==> config.mk <==
export PLATFORM = sky130hd
export DESIGN_NAME = fault_recovery_ctrl
export DESIGN_NICKNAME = d
export VERILOG_FILES = /design/src/rtl/frc_pkg.sv /design/src/rtl/frc_fault_arbiter.sv /design/src/rtl/frc_retry_timer.sv /design/src/rtl/frc_softstart_cnt.sv /design/src/rtl/frc_channel.sv /design/src/rtl/fault_recovery_ctrl.sv
export SDC_FILE = /design/constraint.sdc
export NUM_CORES = 1
export LEC_CHECK = 0
export ABC_AREA = 1
export BUFFER_PORTS_ARGS = -buffer_cell sky130_fd_sc_hd__buf_2
export CAP_MARGIN = 40
export CORE_MARGIN = 8
export CORE_UTILIZATION = 58
export DETAILED_ROUTE_END_ITERATION = 10
export GPL_TIMING_DRIVEN = 0
export PLACE_DENSITY_LB_ADDON = 0.15
export SETUP_SLACK_MARGIN = 0.05
export SLEW_MARGIN = 15
export SYNTH_ARGS = -nofsm -noshare
export SYNTH_HDL_FRONTEND = slang
export SYNTH_SLANG_ARGS = --single-unit
==> constraint.sdc <==
create_clock -name clk -period 1.9 [get_ports clk]
set_clock_uncertainty 0.15 [all_clocks]
set_input_delay 0.285 -clock clk [delete_from_list [all_inputs] [get_ports clk]]
set_output_delay 0.285 -clock clk [all_outputs]
set_load 0.02 [all_outputs]
==> src/rtl/frc_pkg.sv <==
package frc_pkg;

  typedef enum logic [2:0] {
    ST_OFF,
    ST_RUN,
    ST_WAIT,
    ST_SOFT,
    ST_LATCH
  } ch_state_t;

  typedef enum logic [1:0] {
    FK_NONE,
    FK_THERM,
    FK_HS,
    FK_LS
  } fault_kind_t;

  typedef struct packed {
    logic hs_off;
    logic ls_on;
    logic ls_off;
    logic comp_dis;
    logic ss_req;
  } drv_cmd_t;

  // Output command for a given state and recorded fault kind
  function automatic drv_cmd_t cmd_for(ch_state_t s, fault_kind_t k);
    drv_cmd_t c;
    c = '{hs_off: 1'b1, ls_on: 1'b0, ls_off: 1'b1, comp_dis: 1'b1, ss_req: 1'b0};
    case (s)
      ST_RUN:  c = '{hs_off: 1'b0, ls_on: 1'b0, ls_off: 1'b0, comp_dis: 1'b0, ss_req: 1'b0};
      ST_SOFT: c = '{hs_off: 1'b0, ls_on: 1'b0, ls_off: 1'b0, comp_dis: 1'b0, ss_req: 1'b1};
      ST_WAIT: begin
        if (k == FK_HS)
          c = '{hs_off: 1'b1, ls_on: 1'b1, ls_off: 1'b0, comp_dis: 1'b1, ss_req: 1'b0};
      end
      default: ;
    endcase
    return c;
  endfunction

endpackage

==> src/rtl/frc_fault_arbiter.sv <==
module frc_fault_arbiter
  import frc_pkg::*;
(
  input  logic        ts_evt,
  input  logic        hs_evt,
  input  logic        ls_evt,
  input  logic        lat_ts,
  input  logic        lat_hs,
  input  logic        lat_ls,
  output fault_kind_t kind,
  output logic        latch
);

  // Priority: thermal, then low-side, then high-side
  always_comb begin
    kind  = FK_NONE;
    latch = 1'b0;
    if (ts_evt) begin
      kind  = FK_THERM;
      latch = lat_ts;
    end else if (ls_evt) begin
      kind  = FK_LS;
      latch = lat_ls;
    end else if (hs_evt) begin
      kind  = FK_HS;
      latch = lat_hs;
    end
  end

endmodule

==> src/rtl/frc_retry_timer.sv <==
module frc_retry_timer #(
  parameter int BASE_TICKS = 36
) (
  input  logic       clk,
  input  logic       rst,
  input  logic       load,
  input  logic [1:0] sel_in,
  input  logic       run,
  input  logic       tick,
  output logic       expire
);

  localparam int MAX_TICKS = BASE_TICKS * 8;
  localparam int CNT_W     = $clog2(MAX_TICKS + 1);

  logic [CNT_W-1:0] cnt;
  logic [CNT_W-1:0] lim;
  logic [1:0]       sel_q;

  assign lim    = CNT_W'(BASE_TICKS) << sel_q;
  assign expire = run && tick && (cnt == lim - CNT_W'(1));

  always_ff @(posedge clk) begin
    if (rst) begin
      cnt   <= '0;
      sel_q <= '0;
    end else if (load) begin
      cnt   <= '0;
      sel_q <= sel_in;
    end else if (run && tick) begin
      cnt <= expire ? '0 : cnt + CNT_W'(1);
    end
  end

  a_r6_count_in_window: assert property (@(posedge clk) disable iff (rst)
    cnt < lim);

endmodule

==> src/rtl/frc_softstart_cnt.sv <==
module frc_softstart_cnt #(
  parameter int SS_CYCLES = 8
) (
  input  logic clk,
  input  logic rst,
  input  logic load,
  input  logic run,
  output logic done
);

  localparam int SS_W = $clog2(SS_CYCLES + 1);

  logic [SS_W-1:0] cnt;

  assign done = run && (cnt == SS_W'(SS_CYCLES - 1));

  always_ff @(posedge clk) begin
    if (rst || load) cnt <= '0;
    else if (run && !done) cnt <= cnt + SS_W'(1);
  end

  a_r2_ss_bounded: assert property (@(posedge clk) disable iff (rst)
    cnt < SS_W'(SS_CYCLES));

endmodule

==> src/rtl/frc_channel.sv <==
module frc_channel
  import frc_pkg::*;
#(
  parameter int BASE_TICKS = 36,
  parameter int SS_CYCLES  = 8
) (
  input  logic       clk,
  input  logic       rst,
  input  logic       tick,
  input  logic [1:0] ift_sel,
  input  logic       en,
  input  logic       ts_evt,
  input  logic       hs_evt,
  input  logic       ls_evt,
  input  logic       ts_rec,
  input  logic       lat_ts,
  input  logic       lat_hs,
  input  logic       lat_ls,
  input  logic       stat_clr,
  output drv_cmd_t   cmd
);

  ch_state_t   st, nxt;
  fault_kind_t kind_q, nkind, arb_kind;
  logic        arb_latch;
  logic        clr_seen, en_q;
  logic        tmr_load, tmr_run, tmr_exp;
  logic        ss_load, ss_run, ss_done;
  drv_cmd_t    cmd_q;

  frc_fault_arbiter u_arb (
    .ts_evt (ts_evt),
    .hs_evt (hs_evt),
    .ls_evt (ls_evt),
    .lat_ts (lat_ts),
    .lat_hs (lat_hs),
    .lat_ls (lat_ls),
    .kind   (arb_kind),
    .latch  (arb_latch)
  );

  frc_retry_timer #(.BASE_TICKS(BASE_TICKS)) u_tmr (
    .clk    (clk),
    .rst    (rst),
    .load   (tmr_load),
    .sel_in (ift_sel),
    .run    (tmr_run),
    .tick   (tick),
    .expire (tmr_exp)
  );

  frc_softstart_cnt #(.SS_CYCLES(SS_CYCLES)) u_ss (
    .clk  (clk),
    .rst  (rst),
    .load (ss_load),
    .run  (ss_run),
    .done (ss_done)
  );

  always_comb begin
    nxt   = st;
    nkind = kind_q;
    case (st)
      ST_OFF: if (en) nxt = ST_SOFT;
      ST_RUN, ST_SOFT: begin
        if (!en) begin
          nxt = ST_OFF;
        end else if (arb_kind != FK_NONE) begin
          nkind = arb_kind;
          nxt   = arb_latch ? ST_LATCH : ST_WAIT;
        end else if (st == ST_SOFT && ss_done) begin
          nxt = ST_RUN;
        end
      end
      ST_WAIT: begin
        if (!en) nxt = ST_OFF;
        else if (kind_q == FK_THERM ? ts_rec : tmr_exp) nxt = ST_SOFT;
      end
      ST_LATCH: if (clr_seen && en && !en_q) nxt = ST_SOFT;
      default: nxt = ST_OFF;
    endcase
  end

  assign tmr_load = (nxt == ST_WAIT) && (st != ST_WAIT);
  assign tmr_run  = (st == ST_WAIT) && (kind_q != FK_THERM);
  assign ss_load  = (nxt == ST_SOFT) && (st != ST_SOFT);
  assign ss_run   = (st == ST_SOFT);

  always_ff @(posedge clk) begin
    if (rst) begin
      st       <= ST_OFF;
      kind_q   <= FK_NONE;
      clr_seen <= 1'b0;
      en_q     <= 1'b0;
      cmd_q    <= cmd_for(ST_OFF, FK_NONE);
    end else begin
      st     <= nxt;
      kind_q <= nkind;
      en_q   <= en;
      cmd_q  <= cmd_for(nxt, nkind);
      if (st != ST_LATCH) clr_seen <= 1'b0;
      else if (stat_clr)  clr_seen <= 1'b1;
    end
  end

  assign cmd = cmd_q;

  a_r2_disable_off: assert property (@(posedge clk) disable iff (rst)
    (!en && st != ST_LATCH) |=> (cmd_q.hs_off && cmd_q.ls_off && cmd_q.comp_dis));

  a_r3_hs_limit_mode: assert property (@(posedge clk) disable iff (rst)
    ((st == ST_RUN || st == ST_SOFT) && en && hs_evt && !ts_evt && !ls_evt && !lat_hs)
    |=> (cmd_q.hs_off && cmd_q.ls_on && !cmd_q.ls_off && cmd_q.comp_dis));

  a_r4_ls_limit_mode: assert property (@(posedge clk) disable iff (rst)
    ((st == ST_RUN || st == ST_SOFT) && en && ls_evt && !ts_evt && !lat_ls)
    |=> (cmd_q.hs_off && !cmd_q.ls_on && cmd_q.ls_off && cmd_q.comp_dis));

  a_r5_thermal_hold: assert property (@(posedge clk) disable iff (rst)
    (st == ST_WAIT && kind_q == FK_THERM && !ts_rec && en) |=> (st == ST_WAIT));

  a_r8_latch_hold: assert property (@(posedge clk) disable iff (rst)
    (st == ST_LATCH && !clr_seen) |=> (st == ST_LATCH));

  a_r9_soft_abort: assert property (@(posedge clk) disable iff (rst)
    (st == ST_SOFT && en && (ts_evt || hs_evt || ls_evt)) |=> (st != ST_RUN && !cmd_q.ss_req));

endmodule

==> src/rtl/fault_recovery_ctrl.sv <==
module fault_recovery_ctrl
  import frc_pkg::*;
#(
  parameter int NUM_CH     = 2,
  parameter int BASE_TICKS = 36,
  parameter int SS_CYCLES  = 8
) (
  input  logic              clk,
  input  logic              rst,
  input  logic              tick,
  input  logic [1:0]        ift_sel,
  input  logic [NUM_CH-1:0] ch_en,
  input  logic [NUM_CH-1:0] ts_evt,
  input  logic [NUM_CH-1:0] hs_ilim,
  input  logic [NUM_CH-1:0] ls_ilim,
  input  logic [NUM_CH-1:0] ts_recovered,
  input  logic [NUM_CH-1:0] latch_ts,
  input  logic [NUM_CH-1:0] latch_hs,
  input  logic [NUM_CH-1:0] latch_ls,
  input  logic [NUM_CH-1:0] status_clr,
  output logic [NUM_CH-1:0] hs_off,
  output logic [NUM_CH-1:0] ls_on,
  output logic [NUM_CH-1:0] ls_off,
  output logic [NUM_CH-1:0] comp_dis,
  output logic [NUM_CH-1:0] ss_req
);

  for (genvar g = 0; g < NUM_CH; g++) begin : g_ch
    drv_cmd_t c;

    frc_channel #(
      .BASE_TICKS (BASE_TICKS),
      .SS_CYCLES  (SS_CYCLES)
    ) u_ch (
      .clk      (clk),
      .rst      (rst),
      .tick     (tick),
      .ift_sel  (ift_sel),
      .en       (ch_en[g]),
      .ts_evt   (ts_evt[g]),
      .hs_evt   (hs_ilim[g]),
      .ls_evt   (ls_ilim[g]),
      .ts_rec   (ts_recovered[g]),
      .lat_ts   (latch_ts[g]),
      .lat_hs   (latch_hs[g]),
      .lat_ls   (latch_ls[g]),
      .stat_clr (status_clr[g]),
      .cmd      (c)
    );

    assign hs_off[g]   = c.hs_off;
    assign ls_on[g]    = c.ls_on;
    assign ls_off[g]   = c.ls_off;
    assign comp_dis[g] = c.comp_dis;
    assign ss_req[g]   = c.ss_req;
  end

endmodule

# --- Yosys cells after proc, flatten, opt, wreduce, memory -nomap -nowiden ---
# Index checks and enable logic that the tools add are counted.
classes:
  div_mod_pow: 0
  addsub: 6
  mul: 0
  shifts: 2
  eq_ne: 30
  order_cmp: 0
  reduce_logical: 36
  mux: 44
  n_bitwise: 0
op_table:
  columns: ["operator", "n"]
  rows:
  - ["3-bit two-way mux", 16]
  - ["5-bit one-hot mux with 3 select lines", 2]
  - ["3-bit by 2-bit == test with 1-bit output (second input constant)", 8]
  - ["2-bit two-way mux", 12]
  - ["3-bit one-hot mux with 4 select lines", 2]
  - ["1-bit logical AND", 20]
  - ["9-bit by 1-bit adder with 9-bit output (second input constant)", 2]
  - ["9-bit == test", 2]
  - ["9-bit two-way mux", 2]
  - ["6-bit by 2-bit << shifter with 9-bit output (first input constant)", 2]
  - ["9-bit by 1-bit subtractor with 9-bit output (second input constant)", 2]
  - ["3-bit by 1-bit == test with 1-bit output (second input constant)", 4]
  - ["3-bit by 2-bit inequality test with 1-bit output (second input constant)", 4]
  - ["2-bit OR reduction", 6]
  - ["4-bit by 1-bit adder with 4-bit output (second input constant)", 2]
  - ["4-bit by 3-bit == test with 1-bit output (second input constant)", 2]
  - ["1-bit two-way mux", 8]
  - ["4-bit two-way mux", 2]
  - ["3-bit == test (second input constant)", 2]
  - ["3-bit zero test", 2]
  - ["3-bit inequality test (second input constant)", 2]
  - ["2-bit by 1-bit == test with 1-bit output (second input constant)", 2]
  - ["2-bit == test (second input constant)", 2]
  - ["1-bit zero test", 4]
  - ["3 further kinds", 6]
totals:
  mem_bits_rw: 0
  reg_bits: 54
  latchBits: 0
  memories: 0
  out_inout_bits: 10
  elab_cells: 142
  romBits: 0
  inputBits: 23

# --- Longest topological paths before layout ---
# Gate-level depths: netlist of the first run.
logic_depth:
  ltp_word: 11
  depth_mapped: 17

# --- By module ---
# From an unflattened synthesis of the first run, not the netlist that was laid out.
unflattened:
  hier_cells: 494
  hier_area_um2: 3138.0
by_module_without_submodules:
  columns: ["mod", "instances", "cells_per_inst", "area_each_um2"]
  rows:
  - ["frc_retry_timer", 2, 122, 769.5]
  - ["frc_channel", 2, 84, 556.8]
  - ["frc_softstart_cnt", 2, 31, 200.2]
  - ["frc_fault_arbiter", 2, 10, 42.5]

# --- Worst setup path before layout of the first run ---
# OpenSTA, ideal clock, no wires.
synth_timing:
  path_kind: "flip-flop to flip-flop"
  from: "register g_ch[1].u_ch.st[0]"
  to: "register g_ch[1].u_ch.u_ss.cnt[2]"
  setup_time_ns: 0.119
  path_slack_ns: 0.146
  path_buffers: 0
  period_less_slack_ns: 1.754
  t_arrival_ns: 1.485
  t_required_ns: 1.631
  path_stages_with_launch: 15
  path_cell_list: "dfxtp_1 nor2_4 nand2_4 nor2_8 nand2_4 nor2_2 nand2_2 nand2_1 nand2_1 nand2_2 nand2_4 nand2_4 nand2_4 o21ai_4 nor2_2"
synth_via:
  elab_chain_len: 11
synth_lines:
  columns: ["item", "line_no", "rtl"]
  rows:
  - ["from (decl)", "frc_channel.sv:23", "ch_state_t st, nxt;"]
  - ["from (signal assigned)", "frc_channel.sv:97", "st <= nxt;"]
  - ["3-bit by 2-bit == test with 1-bit output", "frc_channel.sv:63, frc_channel.sv:85", null]
  - ["1-bit logical AND", "frc_channel.sv:85", "assign tmr_run = (st == ST_WAIT) && (kind_q != FK_THERM);"]
  - ["1-bit logical AND (2 in a row)", "frc_retry_timer.sv:21", "assign expire = run && tick && (cnt == lim - CNT_W'(1));"]
  - ["1-bit two-way mux", "frc_channel.sv:77", "else if (kind_q == FK_THERM ? ts_rec : tmr_exp) nxt = ST_SOFT;"]
  - ["3-bit two-way mux", "frc_channel.sv:77", null]
  - ["3-bit two-way mux", "frc_channel.sv:76", "if (!en) nxt = ST_OFF;"]
  - ["3-bit one-hot mux with 4 select lines", "frc_channel.sv:63", "case (st)"]
  - ["3-bit by 2-bit == test with 1-bit output", "frc_channel.sv:86", "assign ss_load = (nxt == ST_SOFT) && (st != ST_SOFT);"]
  - ["1-bit logical AND", "frc_channel.sv:86", null]
  - ["1-bit logical OR", "frc_softstart_cnt.sv:18", "if (rst || load) cnt <= '0;"]
  - ["to (signal assigned)", "frc_softstart_cnt.sv:19", "else if (run && !done) cnt <= cnt + SS_W'(1);"]
  - ["to (decl)", "frc_softstart_cnt.sv:13", "logic [SS_W-1:0] cnt;"]
# Parallel ways exist; a longest one is shown, timed or not.
# A chain may end at the register's enable or synchronous reset.

# --- Worst setup path in the final report of the first run ---
layout_timing:
  from: "register g_ch[1].u_ch.u_tmr.sel_q[1]"
  to: "register g_ch[1].u_ch.u_ss.cnt[0]"
layout_via:
  elab_chain_len: 11
layout_lines:
  columns: ["item", "line_no", "rtl"]
  rows:
  - ["from (decl)", "frc_retry_timer.sv:18", "logic [1:0] sel_q;"]
  - ["from (signal assigned)", "frc_retry_timer.sv:29", "sel_q <= sel_in;"]
  - ["6-bit by 2-bit << shifter with 9-bit output", "frc_retry_timer.sv:20", "assign lim = CNT_W'(BASE_TICKS) << sel_q;"]
  - ["9-bit by 1-bit subtractor with 9-bit output", "frc_retry_timer.sv:21", null]
  - ["9-bit == test", "frc_retry_timer.sv:21", null]
  - ["1-bit logical AND", "frc_retry_timer.sv:21", null]
  - ["1-bit two-way mux", "frc_channel.sv:77", null]
  - ["3-bit two-way mux", "frc_channel.sv:77", null]
  - ["3-bit two-way mux", "frc_channel.sv:76", null]
  - ["3-bit one-hot mux with 4 select lines", "frc_channel.sv:63", null]
  - ["3-bit by 2-bit == test with 1-bit output", "frc_channel.sv:86", null]
  - ["1-bit logical AND", "frc_channel.sv:86", null]
  - ["1-bit logical OR", "frc_softstart_cnt.sv:18", null]
# No other way between the ends.

==> reports/qor.txt, run 1 <==
Die height - 87.26 um
Iter 0 DRT Violations - 116
Setup WS post-layout - -0.02462 ns
Worst path max stage delay - 0.34 ns
# H-tree levels - 2
Final Hold Viols - 0
Rows - 26
Nets - 502
Most numerous cell in the Yosys netlist - nand2_1
WL/cell - 12.06 um
Run status - complete, but fails checks
Synth Area in Compound Gates - 0.09048
Clock buffer depth - 2
Post-Synth Adder-Cell Area - 0.01699
CP max-delay cell - dfxtp_2
Post-synth top area share - 0.3534
DRT Wirelength - 6.584 mm
Largest family of logic cells by synthesized area - simple AND/OR/NAND/NOR gates
Worst vdd ir - 0.4942 mV
Synth Area in XOR/XNOR - 0.04758
WP data required - 1.95 ns
Ant. Diodes - 0
Overall Global Routing Usage - 0.1754
Cell breakdown of the critical path - buf_6 > inv_8 > nand2_2 > nand2_2 > nand2_2 > inv_1 > nand2_2 > nor2_4 > nand2_2 > nand2_1 > nand2_1 > nand2_2 > nand2_4 > nand2_4 > nand2_4 > o21ai_4 > nor2_2
Cells after Synth - 423
Share of post-route cells with drive strength above 1 - 0.3466
Final Non-Filler Cells - 546
Kind of cell adding the most delay to the critical path - simple AND/OR/NAND/NOR gates
Buf/Inv on CP - 3
Crit end category - register
Area contributors post-synth - dfxtp_1 35%, nand2_1 11%, nor2_1 10%, inv_1 6.4%, nor2_2 3.6%
Hold WC Path Type - input pin to register
Largest net degree at the start of global routing - 16
Syn Area/Cell - 6.963 um2
Post-synth EDFFs - 0
Via density - 5.002
PortBufs - 31
Max-Cap Viols - 0
Vias - 2731
Starting Density - 0.5879
Synth Cell Area - 2945 um2
Area Overhead vs Synth - 25.11%
Register area share after synthesis - 0.3534
Simple-gate share of the synthesized area - 0.3946
Vias in the first global route - 2548
Pwr Density - 650.6 nW/um2
Crit share post-route - 1.013
First-pass GRT wire length - 10.75 mm
Placeable core area - 5010 um2
Syn nets - 450
Die W - 87.26 um
Crit-path most repeated cell - nand2_2
CTS buffer count - 5
Crit Path Max Fanout - 5
Sink Count - 52
Detail Route Antenna Nets - 0
Post-Place Cell Area - 3188 um2
CTS tree - yes
Clock slew at reported path FFs - 0.10 ns
Antenna violations before repair - 0
Post-synth ARST share - 0
RePlAce Congestion - 0.8752
# fillers - 387
Max Slew Vio Count - 0
Failing checks - setup timing
Yosys warning count - 0
Post-synth top area cell - dfxtp_1
Root buffer cell - clkbuf_8
Total power - 2397 uW
Drt drc - 0
Total gr overflow - 0
Leak - 0.001571 uW
Final setup violation count - 4
Primary FF master, synth - dfxtp_1
Cell variety after synth - 41
Hold WS - 0.05560 ns
Tightest Pin Transition - 0.4791 ns
Worst skew pair latency - 0.31 ns
Slew margin rel. - 0.6806
DIE AREA - 7614 um2
RSZ-0062 raised after global routing - yes
TritonRoute pass-1 iters - 4
IO Pins - 33
Critical path class - register to register
Commonest cells post-synth - 86 x nand2_1, 82 x nor2_1, 52 x dfxtp_1, 50 x inv_1, 19 x nand3_1
# placed instances - 524
Post-synthesis mux area share - 0.003398
Synthesis-stage register bit count - 52
DP HPWL - 4.575 mm
Critical path launch point type - register
Period minus WS final - 1.925 ns
FMAX - 519.6 MHz
Arrival @ worst endpoint - 1.98 ns
Final instance area - 3685 um2
Total negative slack - -0.05201 ns
-- registers in the layout, summed over array words and instances (netlist names) --
name,count
g_ch.u_ch.u_tmr.cnt,18
g_ch.u_ch.cmd,8
g_ch.u_ch.u_ss.cnt,8
g_ch.u_ch.st,6
g_ch.u_ch.kind_q,4
g_ch.u_ch.u_tmr.sel_q,4
g_ch.u_ch.clr_seen,2
g_ch.u_ch.en_q,2
-- repair_timing --
item / in CTS / in global routing
hold buffers: 0 / 0
endpoints found under the setup margin: 31 / 41
gates cloned: 1 / 1
pin swaps: 8 / 21
setup buffers: 6 / 6
resized for setup: 25 / 69
-- cells by family (layout without fill, tap and decap cells) --
kind of cell | Yosys count | count (layout)
multiplexers | 1 | 1
AND/OR/NAND/NOR | 241 | 241
adder cells (fa/ha/maj) | 4 | 4
buffers and inverters | 66 | 119
flip-flops | 52 | 52
AO/OA/AOI/OAI | 43 | 43
XOR/XNOR | 16 | 16
-- placed cells by master, fill, tap and decap left out, drive strengths merged, types with 2 or more instances in the layout --
| cell type | instances |
|---|---|
| nor2 | 102 |
| nand2 | 97 |
| inv | 58 |
| dfxtp | 52 |
| buf | 51 |
| nand3 | 23 |
| o21ai | 19 |
| a21oi | 12 |
| xor2 | 11 |
| nor3 | 9 |
| clkbuf | 8 |
| xnor2 | 5 |
| nand4 | 5 |
| ha | 4 |
| a22oi | 3 |
| o22ai | 2 |
| o211ai | 2 |
| nor4 | 2 |
-- cell type report --
cell class | instances | area [um2] | share of cell area
Tap cell | 70 | 87.58 | 0.02377
Multi-Input combinational cell | 305 | 1849 | 0.5019
Clock buffer | 6 | 72.57 | 0.01969
Inverter | 58 | 237.7 | 0.06452
Timing Repair Buffer | 45 | 261.5 | 0.07097
Sequential cell | 52 | 1066 | 0.2893
Clock inverter | 2 | 35.03 | 0.009508
Buffer | 8 | 75.07 | 0.02037
-- per-layer routing --
| metal | track usage | routed length, um |
|---|---|---|
| met5 | 0 | 0 |
| met2 | 0.3023 | 3350 |
| met4 | 0.06094 | 100 |
| met1 | 0.2033 | 2842 |
| met3 | 0.04528 | 290 |
-- power breakdown --
group | switching (uW) | leakage (uW) | internal (uW)
registers | 29.6 | 0.000430 | 1120
clock network | 367 | 0.0000552 | 391
logic | 294 | 0.00109 | 193
-- worst register-to-register path: cells and delay by family (launching register included) --
family          cells  cell delay (ns)
compound gates      1             0.20
flops               1             0.34
buf+inv             3             0.27
simple gates       13             0.85
-- worst paths after layout --
kind	start	endpoint	slack, ns	depth (start not counted)
worst max-delay path	g_ch[1].u_ch.u_tmr.sel_q[1]	g_ch[1].u_ch.u_ss.cnt[0]	-0.02	17
worst min-delay path	ift_sel[1]	g_ch[1].u_ch.u_tmr.sel_q[1]	0.06	3
worst min register to register	g_ch[1].u_ch.u_tmr.cnt[1]	g_ch[1].u_ch.u_tmr.cnt[1]	0.35	2
worst max register to register	g_ch[1].u_ch.u_tmr.sel_q[1]	g_ch[1].u_ch.u_ss.cnt[0]	-0.02	17
-- through the flow --
| stage | worst slack [ns] | utilization |
|---|---|---|
| 3_3_place_gp | -0.009898 | 0.6364 |
| 2_1_floorplan | 0.1461 | - |
| 5_1_grt | -0.1463 | 0.7355 |
| 3_5_place_dp | -0.07176 | 0.6364 |
| 4_1_cts | 0.001193 | 0.6823 |
| 6_report | -0.02462 | 0.7355 |
Power figures use the tool's default switching activity.
==> run 2, diff against run 1 <==
ABC_AREA = default   (was 1)
==> run 2 against run 1 <==
Net effect: the run now ends clean; sequential power hardly changed; sequential share of layout area up 0.60 points; core utilization fell by 2.4 points; total power rose by 2.0%; via count fell by 0.44%; cell count decreased by 16%; critical endpoint is now g_ch[0].u_ch.u_tmr.cnt[8].
==> reports/qor.txt, run 2 <==
Crit Path Max Fanout - 5 (unchanged)
Switch share - 0.2511 (was 0.2879)
Post-synth top area share - 0.3490 (was 0.3534)
Area Overhead vs Synth - 20.30% (was 25.11%)
Hold WC Path Type - input pin to register (unchanged)
Synth Cell Area - 2983 um2 (was 2945 um2)
Post-synth ARST share - 0 (unchanged)
WP data required - 1.94 ns (was 1.95 ns)
Run status - finished, final reports clean (was complete, but fails checks)
# H-tree levels - 2 (unchanged)
Most flop-heavy register - g_ch.u_ch.u_tmr.cnt (unchanged)
Cells after Synth - 345 (was 423)
Most numerous cell in the Yosys netlist - dfxtp_1 (was nand2_1)
Commonest cells after routing, fill and taps aside - 39 x dfxtp_1, 34 x buf_2, 26 x nand2_1, 21 x nor2_1, 17 x a21oi_1 (was 74 x nand2_1, 67 x nor2_1, 46 x inv_1, 36 x dfxtp_1, 33 x buf_2)
Antenna violations before repair - 0 (unchanged)
Synthesis-stage register bit count - 52 (unchanged)
FMAX - 541.2 MHz (was 519.6 MHz)
Register area share after synthesis - 0.3490 (was 0.3534)
Final Hold Viols - 0 (unchanged)
Yosys warning count - 0 (unchanged)
Total negative slack - 0 ns (was -0.05201 ns)
IO Pins - 33 (unchanged)
Clock slew at reported path FFs - 0.09 ns (was 0.10 ns)
Vias in the first global route - 2566 (was 2548)
Syn Area/Cell - 8.646 um2 (was 6.963 um2)
Detail Route Antenna Nets - 0 (unchanged)
Worst vdd ir - 0.5106 mV (was 0.4942 mV)
DP HPWL - 4.636 mm (was 4.575 mm)
Max Slew Vio Count - 0 (unchanged)
Clock network fraction of design power - 0.356 (was 0.316)
Area contributors post-synth - dfxtp_1 35%, nand2_1 3.3%, xnor2_1 3.2%, o21ai_0 3.0%, a21oi_1 2.9% (was dfxtp_1 35%, nand2_1 11%, nor2_1 10%, inv_1 6.4%, nor2_2 3.6%)
Share of post-route cells with drive strength above 1 - 0.2941 (was 0.3466)
Worst skew pair latency - 0.30 ns (was 0.31 ns)
Critical path class - register to register (unchanged)
# fillers - 381 (was 387)
Final setup violation count - 0 (was 4)
Rows - 26 (unchanged)
Max-Cap Viols - 0 (unchanged)
Drt drc - 0 (unchanged)
Seq pwr share - 0.472 (was 0.481)
Starting Density - 0.5916 (was 0.5879)
First-pass GRT wire length - 11.05 mm (was 10.75 mm)
Final Core Density - 0.7117 (was 0.7355)
DIE AREA - 7694 um2 (was 7614 um2)
Pwr Density - 681.3 nW/um2 (was 650.6 nW/um2)
Cell variety after synth - 73 (was 41)
Largest register FFs - 18 (unchanged)
Arrival @ worst endpoint - 1.89 ns (was 1.98 ns)
Vias - 2719 (was 2731)
Ant. Diodes - 0 (unchanged)
Primary FF master, synth - dfxtp_1 (unchanged)
Total gr overflow - 0 (unchanged)
TritonRoute pass-1 iters - 4 (unchanged)
Overall Global Routing Usage - 0.1761 (was 0.1754)
PortBufs - 29 (was 31)
Critical path launch point type - register (unchanged)
Tightest Pin Transition - 0.5186 ns (was 0.4791 ns)
Post-synth EDFFs - 0 (unchanged)
Sink Count - 52 (unchanged)
Root buffer cell - clkbuf_8 (unchanged)
Syn nets - 372 (was 450)
Clock buffer depth - 2 (unchanged)
Hold-fix buffer count after cts - 0 (unchanged)
Period minus WS final - 1.848 ns (was 1.925 ns)
Post-synth top area cell - dfxtp_1 (unchanged)
DRT Wirelength - 6.960 mm (was 6.584 mm)
Slew margin rel. - 0.6543 (was 0.6806)
Commonest cells post-synth - 52 x dfxtp_1, 26 x nand2_1, 22 x nor2_1, 18 x o21ai_0, 17 x a21oi_1 (was 86 x nand2_1, 82 x nor2_1, 52 x dfxtp_1, 50 x inv_1, 19 x nand3_1)
Die W - 87.72 um (was 87.26 um)
Crit end category - register (unchanged)
Switch Pwr - 614.0 uW (was 690.3 uW)
Area occupied by multi-input gates - 1936 um2 (was 1849 um2)
Leak - 0.001314 uW (was 0.001571 uW)
CTS buffer count - 5 (unchanged)
Largest net degree at the start of global routing - 16 (unchanged)
RSZ-0062 raised after global routing - yes (unchanged)
RePlAce Congestion - 0.8363 (was 0.8752)
CTS tree - yes (unchanged)
Iter 0 DRT Violations - 126 (was 116)
Die height - 87.72 um (was 87.26 um)
Crit share post-route - 0.9725 (was 1.013)
Placeable core area - 5042 um2 (was 5010 um2)
Internal - 1831 uW (was 1707 uW)
Commonest non-fill, non-tap cell in the layout - dfxtp_1 (was nand2_1)
Via density - 5.898 (was 5.002)
Combinational share of power - 0.172 (was 0.203)
FF+latch area - 1060 um2 (was 1066 um2)
Nets - 418 (was 502)
WL/cell - 15.10 um (was 12.06 um)
-- run 2: cell count changes in the layout (fill, tap and decap cells not counted), moves of 7 or more --
| cell | delta |
|---|---|
| nand2_1 | -48 |
| nor2_1 | -46 |
| inv_1 | -34 |
| nor2_2 | -25 |
| nand3_1 | -14 |
| nand2_2 | -13 |
| nand2b_1 | +12 |
| nand2_4 | -9 |
| nor2_4 | -8 |
| nor2b_1 | +8 |
| a21oi_1 | +7 |
-- run 2: area by class of cell --
class                   count  share of cell area
clock inverters             2             0.01674
well taps                  70             0.02441
plain buffers              16             0.02650
multi-input cells         262              0.5394
flip-flops and latches     52              0.2953
repair buffers             41             0.06485
clock buffers               5             0.01918
inverters                  13             0.01360
-- run 2: power by group through the flow --
stage	combinational, uW	sequential [uW]	clock [uW]
after floorplan	238	1180	0
after global placement	343	1170	0
after global routing	453	1160	936
after CTS	361	1150	895
final	421	1150	870
after detailed placement	345	1170	0
-- run 2: what timing repair did --
item / CTS / global route
cloned: 0 / 2
resized for setup: 11 / 33
setup buffers: 1 / 10
setup endpoints to repair: 28 / 38
pin swaps: 4 / 17
-- run 2: stage by stage --
stage	setup WS, ns	total power [uW]	cells	area, um2	hold WS [ns]
2_1_floorplan	0.1522	1423	345	2983	0.2462
3_3_place_gp	-0.07288	1517	444	3216	0.3045
3_5_place_dp	-0.1258	1520	444	3216	0.3161
4_1_cts	0.04510	2406	450	3378	0.07507
5_1_grt	-0.004564	2547	461	3588	0.07167
6_report	0.05223	2445	461	3588	0.08385
-- run 2: final timing paths --
check                              start                   endpoint  slack, ns  cells after the start
min                        status_clr[0]      g_ch[0].u_ch.clr_seen       0.08                      3
max          g_ch[0].u_ch.u_tmr.sel_q[1]  g_ch[0].u_ch.u_tmr.cnt[8]       0.05                      7
max reg2reg  g_ch[0].u_ch.u_tmr.sel_q[1]  g_ch[0].u_ch.u_tmr.cnt[8]       0.05                      7
min reg2reg       g_ch[1].u_ch.kind_q[0]     g_ch[1].u_ch.kind_q[0]       0.32                      2
-- run 2: metal layers --
metal  GRT usage  routed length, um  vias up  share of wire
met5           0                  0        -              0
met4     0.06406                165        0          0.024
met3     0.03846                346       14          0.050
met2      0.3030               3260       83           0.47
met1      0.2083               3187     1272           0.46
li1            -                  -     1350              -
-- run 2: kinds of logic (layout without fill, tap and decap cells) --
logic type,count (synthesis),count (layout),share of synthesized area
and+or+nand+nor,146,146,0.2970
AOI/OAI and AO/OA,87,88,0.2148
DFF,52,52,0.3490
buffers and inverters,32,77,0.04992
xor gates and xnor gates,19,19,0.05579
muxes,5,5,0.01678
adders and majority gates,4,4,0.01678
-- run 2: worst max-delay path: stages (launching register included) --
cell	delay (ns)
dfxtp_2	0.33
buf_6	0.12
nor4bb_1	0.26
a311o_1	0.19
o211ai_1	0.21
buf_4	0.21
o211ai_1	0.16
a31oi_1	0.10
